===== config.mk =====
export PLATFORM = sky130hd
export DESIGN_NAME = ecc_mem_ctrl
export DESIGN_NICKNAME = d
export VERILOG_FILES = /design/src/rtl/ecc_pkg.sv /design/src/rtl/ecc_encode.sv /design/src/rtl/ecc_check.sv /design/src/rtl/ecc_merge.sv /design/src/rtl/ecc_mem_ctrl.sv
export SDC_FILE = /design/constraint.sdc
export NUM_CORES = 1
export LEC_CHECK = 0
export CAP_MARGIN = 10
export CELL_PAD_IN_SITES_DETAIL_PLACEMENT = 0
export CELL_PAD_IN_SITES_GLOBAL_PLACEMENT = 1
export CORE_MARGIN = 8
export CORE_UTILIZATION = 50
export DETAILED_ROUTE_END_ITERATION = 6
export DONT_BUFFER_PORTS = 1
export HOLD_SLACK_MARGIN = 0.08
export PLACE_DENSITY_LB_ADDON = 0.12
export SYNTH_ARGS = -nofsm -noshare
export SYNTH_HDL_FRONTEND = slang
export SYNTH_SLANG_ARGS = --single-unit

===== constraint.sdc =====
create_clock -name clk -period 9.8 [get_ports clk]
set_input_delay 1.96 -clock clk [delete_from_list [all_inputs] [get_ports clk]]
set_output_delay 1.96 -clock clk [all_outputs]
set_load 0.01 [all_outputs]

===== src/rtl/ecc_pkg.sv =====
package ecc_pkg;
    localparam int DATA_W = 64;
    localparam int BYTES  = DATA_W / 8;
    localparam int HAM_W  = 7;
    localparam int SYN_W  = HAM_W + 1;
    localparam int WORD_W = DATA_W + SYN_W;
    localparam int LANES  = WORD_W / 8;

    typedef enum logic [1:0] {
        ST_IDLE,
        ST_RD_CMD,
        ST_RD_WAIT,
        ST_WR_CMD
    } ctl_state_t;

    // Code position of data bit idx: the idx-th integer >= 3 that is not a power of two.
    function automatic int data_pos(input int idx);
        int pos;
        int seen;
        pos  = 0;
        seen = 0;
        for (int k = 3; k < (1 << HAM_W); k++) begin
            if ((k & (k - 1)) != 0) begin
                if (seen == idx) pos = k;
                seen++;
            end
        end
        return pos;
    endfunction

    // Data bits covered by check bit bitn.
    function automatic logic [DATA_W-1:0] col_mask(input int bitn);
        logic [DATA_W-1:0] m;
        m = '0;
        for (int i = 0; i < DATA_W; i++) begin
            if (((data_pos(i) >> bitn) & 1) != 0) m[i] = 1'b1;
        end
        return m;
    endfunction
endpackage


===== src/rtl/ecc_encode.sv =====
module ecc_encode
    import ecc_pkg::*;
(
    input  logic [DATA_W-1:0] data,
    output logic [HAM_W-1:0]  chk
);
    for (genvar j = 0; j < HAM_W; j++) begin : g_chk
        localparam logic [DATA_W-1:0] MASK = col_mask(j);
        assign chk[j] = ^(data & MASK);
    end
endmodule


===== src/rtl/ecc_check.sv =====
module ecc_check
    import ecc_pkg::*;
(
    input  logic [WORD_W-1:0] word,
    output logic [DATA_W-1:0] data_fix,
    output logic [SYN_W-1:0]  syn,
    output logic              single,
    output logic              multi
);
    logic [HAM_W-1:0] chk_r;
    logic [HAM_W-1:0] s;
    logic             p;

    ecc_encode u_recode (
        .data (word[DATA_W-1:0]),
        .chk  (chk_r)
    );

    assign s      = chk_r ^ word[DATA_W +: HAM_W];
    assign p      = ^word;
    assign single = p;
    assign multi  = !p && (s != '0);
    assign syn    = {p, s};

    for (genvar i = 0; i < DATA_W; i++) begin : g_fix
        localparam int P = data_pos(i);
        assign data_fix[i] = word[i] ^ (p && (s == HAM_W'(P)));
    end
endmodule


===== src/rtl/ecc_merge.sv =====
module ecc_merge
    import ecc_pkg::*;
(
    input  logic [DATA_W-1:0] base,
    input  logic [DATA_W-1:0] upd,
    input  logic [BYTES-1:0]  be,
    output logic [DATA_W-1:0] merged
);
    for (genvar b = 0; b < BYTES; b++) begin : g_byte
        assign merged[b*8 +: 8] = be[b] ? upd[b*8 +: 8] : base[b*8 +: 8];
    end
endmodule


===== src/rtl/ecc_mem_ctrl.sv =====
module ecc_mem_ctrl
    import ecc_pkg::*;
#(
    parameter int ADDR_W = 16,
    parameter int RD_LAT = 2
) (
    input  logic              clk,
    input  logic              rst_n,
    input  logic              ecc_en,
    input  logic              corr_en,
    input  logic              req_valid,
    output logic              req_ready,
    input  logic              req_write,
    input  logic [ADDR_W-1:0] req_addr,
    input  logic [DATA_W-1:0] req_wdata,
    input  logic [BYTES-1:0]  req_be,
    output logic              rsp_valid,
    output logic [DATA_W-1:0] rsp_rdata,
    output logic              rsp_err,
    output logic              mem_en,
    output logic              mem_we,
    output logic [ADDR_W-1:0] mem_addr,
    output logic [WORD_W-1:0] mem_wdata,
    output logic [LANES-1:0]  mem_lane_we,
    input  logic [WORD_W-1:0] mem_rdata,
    output logic              ce_pulse,
    output logic              ue_pulse,
    input  logic              stat_clr,
    output logic              ce_seen,
    output logic              ue_seen,
    output logic [ADDR_W-1:0] err_addr,
    output logic [SYN_W-1:0]  err_syn
);
    localparam int CNT_W = $clog2(RD_LAT + 1);

    ctl_state_t        state_q, state_d;
    logic [CNT_W-1:0]  cnt_q;
    logic              wr_q;
    logic [ADDR_W-1:0] addr_q;
    logic [DATA_W-1:0] wdata_q;
    logic [BYTES-1:0]  be_q;
    logic              mode_ecc_q;
    logic              mode_corr_q;

    logic [HAM_W-1:0]  enc_chk;
    logic [DATA_W-1:0] rd_fix;
    logic [DATA_W-1:0] merged;
    logic [SYN_W-1:0]  rd_syn;
    logic              rd_single, rd_multi;
    logic              cap, ev_ce, ev_ue;
    logic              ce_keep, ue_keep;

    ecc_encode u_enc (
        .data (wdata_q),
        .chk  (enc_chk)
    );

    ecc_check u_chk (
        .word     (mem_rdata),
        .data_fix (rd_fix),
        .syn      (rd_syn),
        .single   (rd_single),
        .multi    (rd_multi)
    );

    ecc_merge u_mrg (
        .base   (rd_fix),
        .upd    (wdata_q),
        .be     (be_q),
        .merged (merged)
    );

    assign cap   = (state_q == ST_RD_WAIT) && (cnt_q == CNT_W'(RD_LAT));
    assign ev_ce = cap && mode_ecc_q && rd_single;
    assign ev_ue = cap && mode_ecc_q && rd_multi;

    // state register
    always_ff @(posedge clk) begin
        if (!rst_n) state_q <= ST_IDLE;
        else        state_q <= state_d;
    end

    // transitions
    always_comb begin
        state_d = state_q;
        unique case (state_q)
            ST_IDLE: begin
                if (req_valid) begin
                    if (req_write && (!ecc_en || (&req_be))) state_d = ST_WR_CMD;
                    else                                     state_d = ST_RD_CMD;
                end
            end
            ST_RD_CMD:  state_d = ST_RD_WAIT;
            ST_RD_WAIT: begin
                if (cap) begin
                    if (!wr_q || rd_multi) state_d = ST_IDLE;
                    else                   state_d = ST_WR_CMD;
                end
            end
            ST_WR_CMD:  state_d = ST_IDLE;
            default:    state_d = ST_IDLE;
        endcase
    end

    // outputs
    always_comb begin
        req_ready   = (state_q == ST_IDLE);
        mem_en      = (state_q == ST_RD_CMD) || (state_q == ST_WR_CMD);
        mem_we      = (state_q == ST_WR_CMD);
        mem_addr    = addr_q;
        mem_wdata   = {^{enc_chk, wdata_q}, enc_chk, wdata_q};
        mem_lane_we = '0;
        if (state_q == ST_WR_CMD) begin
            if (mode_ecc_q) mem_lane_we = '1;
            else            mem_lane_we = {(&be_q), be_q};
        end
    end

    // request capture, merge buffer, responses and pulses
    always_ff @(posedge clk) begin
        if (!rst_n) begin
            cnt_q       <= '0;
            wr_q        <= 1'b0;
            addr_q      <= '0;
            wdata_q     <= '0;
            be_q        <= '0;
            mode_ecc_q  <= 1'b0;
            mode_corr_q <= 1'b0;
            rsp_valid   <= 1'b0;
            rsp_rdata   <= '0;
            rsp_err     <= 1'b0;
            ce_pulse    <= 1'b0;
            ue_pulse    <= 1'b0;
        end else begin
            rsp_valid <= 1'b0;
            ce_pulse  <= ev_ce;
            ue_pulse  <= ev_ue;
            unique case (state_q)
                ST_IDLE: begin
                    if (req_valid) begin
                        wr_q        <= req_write;
                        addr_q      <= req_addr;
                        wdata_q     <= req_wdata;
                        be_q        <= req_be;
                        mode_ecc_q  <= ecc_en;
                        mode_corr_q <= corr_en;
                    end
                end
                ST_RD_CMD:  cnt_q <= CNT_W'(1);
                ST_RD_WAIT: begin
                    cnt_q <= cnt_q + CNT_W'(1);
                    if (cap) begin
                        if (!wr_q) begin
                            rsp_valid <= 1'b1;
                            rsp_err   <= mode_ecc_q && rd_multi;
                            rsp_rdata <= (mode_ecc_q && mode_corr_q) ? rd_fix
                                                                     : mem_rdata[DATA_W-1:0];
                        end else if (rd_multi) begin
                            rsp_valid <= 1'b1;
                            rsp_err   <= 1'b1;
                        end else begin
                            wdata_q   <= merged;
                        end
                    end
                end
                ST_WR_CMD: begin
                    rsp_valid <= 1'b1;
                    rsp_err   <= 1'b0;
                end
                default: ;
            endcase
        end
    end

    // sticky status
    assign ce_keep = ce_seen && !stat_clr;
    assign ue_keep = ue_seen && !stat_clr;

    always_ff @(posedge clk) begin
        if (!rst_n) begin
            ce_seen  <= 1'b0;
            ue_seen  <= 1'b0;
            err_addr <= '0;
            err_syn  <= '0;
        end else begin
            ce_seen <= ce_keep || ev_ce;
            ue_seen <= ue_keep || ev_ue;
            if ((ev_ce || ev_ue) && !(ce_keep || ue_keep)) begin
                err_addr <= addr_q;
                err_syn  <= rd_syn;
            end else if (stat_clr) begin
                err_addr <= '0;
                err_syn  <= '0;
            end
        end
    end
endmodule


==> impl_metrics.json <==
{
  "first_iter_violations": 1047,
  "finalHoldViolCount": 0,
  "startpoint": "mem_rdata[49]",
  "insertion_delay_ns": 0.45,
  "dpl.hpwl_um": 36500,
  "start_util_pct": 50.2,
  "tns_ns": 0,
  "synth_cells": 1442,
  "status": "completed",
  "final_common_cell": "xnor2_1",
  "pwr-share-comb_pct": 70.1,
  "async_reset_ff_share_pct": 0,
  "die_w_um": 174,
  "gp_congestion": 0.922,
  "max_freq_mhz": 181,
  "fillCellCount": 2420,
  "cts_root_buffer": "clkbuf_16",
  "cp_cell_sequence": "xnor3_1 -> xnor3_1 -> xnor3_1 -> xnor3_1 -> and2_1 -> mux2i_4 -> buf_4 -> nor3_1 -> xor2_1 -> a31oi_1 -> o2bb2ai_1",
  "grt_use_total_pct": 30.8,
  "via_count": 10600,
  "die_area_um2": 30200,
  "cts_resized": 0,
  "r2r_start": "state_q[0]",
  "num_rows": 58,
  "portBuffers": 0,
  "h-tree-depth": 4,
  "clk_pin_slew_ns": 0.09,
  "synth_area_per_cell_um2": 8.65,
  "p_per_area_nw_per_um2": 517,
  "area_growth_pct": 5.71,
  "final_cell_mix": "xnor2_1, dfxtp_1, nor2_1, nand2_1, a21oi_1",
  "p_sw_w": 0.00362,
  "slew_violations": 0,
  "fin_worst_skew_ns": 0.0170,
  "grt_pass1_vias": 10200,
  "wl_per_cell_um": 28.5,
  "synth_top_area_share_pct": 30.3,
  "fp.dieH_um": 174,
  "swShare_pct": 53.1,
  "wl_um": 48600,
  "timing_worst_setup_path_type": "input pin to flip-flop",
  "crit_path_max_fanout": 42,
  "postCtsSetupBuffers": 0,
  "reg2regPathDepth": 7,
  "first_pass_iters": 5,
  "yosysWarnings": 0,
  "synthesis.nets": 1614,
  "post_dp_cell_area_um2": 12500,
  "viasPerCell": 6.20,
  "drive_above_1_share_pct": 8.13,
  "fin_area_um2": 13200,
  "io-pin-count": 361,
  "synth_edf_count": 0,
  "synth_top_area_cell": "dfxtp_1",
  "ant_nets": 0,
  "ys_ff_latch": 189,
  "final_util_pct": 53.1,
  "ir_drop_uv": 1870,
  "tightestPinTransition_ns": 1.07,
  "core-area_um2": 24800,
  "period_needed_ns": 5.52,
  "cp_data_arrival_time_ns": 5.84,
  "ys_seq_area_share_pct": 30.3,
  "reg2reg_slack_ns": 6.61,
  "clockPowerShare_pct": 11.1,
  "route.detailed.drc": 0,
  "gr-total-overflow": 0,
  "cts_tree": "yes",
  "final_nets": 1524,
  "rr_endpoint": "rsp_rdata[56]",
  "synth_area_leaders": "dfxtp_1, xnor2_1, nor2_1, xor2_1, a211oi_1",
  "synth_ff_type": "dfxtp_1",
  "grt_max_degree": 97,
  "critPathLaunchType": "input pin",
  "cts.path.max_buffers": 2,
  "fin_crit_sh_pct": 56.3,
  "internal_power_w": 0.00319,
  "yosysUniqueCellTypes": 55,
  "endpoint": "wdata_q[2]",
  "clock_sinks": 189,
  "crit_path_end_kind": "flip-flop",
  "crit_top_cell": "xnor3_1",
  "grt_pass1_wl_um": 70800,
  "cp_slowest_cell": "mux2i_4",
  "hold_class": "flip-flop to flip-flop",
  "cts_hold_buf": 0,
  "cap_violations": 0,
  "netlist_area_um2": 12500,
  "cp.required_ns": 10.12,
  "setup_violations": 0,
  "max_stage_delay_ns": 0.79,
  "antenna_found_initial": 5,
  "slew_headroom_pct": 28.2,
  "power.leakage_nw": 4.14,
  "cts_made_buffers": 17,
  "rsz0062_at_grt": "no",
  "power_frac_seq_pct": 18.7
}
## worst min path at each step
stage,startpoint,to,slack [ns],depth (start not counted)
3_5_place_dp,cnt_q[0],cnt_q[0],0.46,1
4_1_cts,cnt_q[0],cnt_q[0],0.47,1
5_1_grt,mode_corr_q,mode_corr_q,0.50,2
6_report,cnt_q[0],cnt_q[0],0.47,1
3_3_place_gp,cnt_q[0],cnt_q[0],0.45,1
2_1_floorplan,mode_corr_q,mode_corr_q,0.44,2
## state kept, by name, summed over array words and instances (netlist names), 2 cells and up
| register | count |
|---|---|
| rsp_rdata | 64 |
| wdata_q | 64 |
| err_addr | 16 |
| mem_addr | 16 |
| be_q | 8 |
| err_syn | 8 |
| cnt_q | 2 |
| state_q | 2 |
## Yosys cell counts (2+ instances only)
master       n
buf_6        2
ha_1         5
a31oi_1     25
o21ai_1      4
o21ai_0      7
o21ai_2      2
and2_1       4
nor4_2      29
xor3_1       4
clkbuf_1    86
nor4_1      35
or3b_1      10
buf_1       10
xnor2_1    298
o2bb2ai_1   24
a21o_1       2
nand4_1      4
clkbuf_2     4
nand2b_1     7
buf_2       15
nor3_1      65
inv_1       11
nor2_1     144
a211oi_1    66
a21oi_1     92
or2_2        2
xor2_1      57
dfxtp_1    189
a22o_1      40
xnor2_2      3
or3b_2      12
nor2b_1     29
a31oi_2      8
buf_4        2
xnor3_1     21
nand2_1     99
nand3_1      7
## per-layer routing
metal	vias to the layer above	track usage [%]	part of all wire, %
li1	4824	-	-
met1	5078	39.2	41
met2	560	47.3	44
met3	90	11.0	11
met4	0	11.5	3.3
met5	-	0	0
## power groups by stage
stage / clock network (W) / registers (W) / logic, W
floorplan: 0 / 0.00115 / 0.00394
global placement: 0 / 0.00129 / 0.00469
detailed placement: 0 / 0.00129 / 0.00473
CTS: 0.000769 / 0.00127 / 0.00474
global route: 0.000794 / 0.00130 / 0.00509
finish: 0.000757 / 0.00128 / 0.00478
## layout make-up
type	instances	area [µm²]	area share (%)
Antenna cell	6	15.0	0.114
Inverter	12	47.5	0.361
Clock inverter	15	214	1.62
Clock buffer	17	425	3.23
Multi-Input combinational cell	1122	8210	62.3
Sequential cell	189	3780	28.7
Timing Repair Buffer	10	75.1	0.570
Tap cell	330	413	3.13
## critical path: cells and delay by family
| kind | cells | cell delay (ns) |
|---|---|---|
| and+or+nand+nor | 2 | 0.33 |
| muxes | 1 | 0.79 |
| buffers and inverters | 1 | 0.57 |
| AOI/OAI and AO/OA | 2 | 0.37 |
| xor gates and xnor gates | 5 | 1.79 |
## through the flow
step / hold slack (ns) / cells / total power (W) / setup slack (ns)
6_report: 0.474 / 1701 / 0.00681 / 4.28
3_3_place_gp: 0.455 / 1663 / 0.00598 / 4.04
3_5_place_dp: 0.462 / 1663 / 0.00602 / 3.93
2_1_floorplan: 0.437 / 1442 / 0.00509 / 4.94
5_1_grt: 0.503 / 1700 / 0.00718 / 4.13
4_1_cts: 0.475 / 1695 / 0.00678 / 4.38
## cell families after synthesis
group	after synthesis	synth area share [%]
AOI/OAI and AO/OA	277	15.4
buffers and inverters	131	4.31
adders and majority gates	5	0.502
muxes	3	0.281
xor gates and xnor gates	384	30.1
and+or+nand+nor	453	19.1
DFF	189	30.3
No activity file was read; power rests on OpenSTA's default activity.
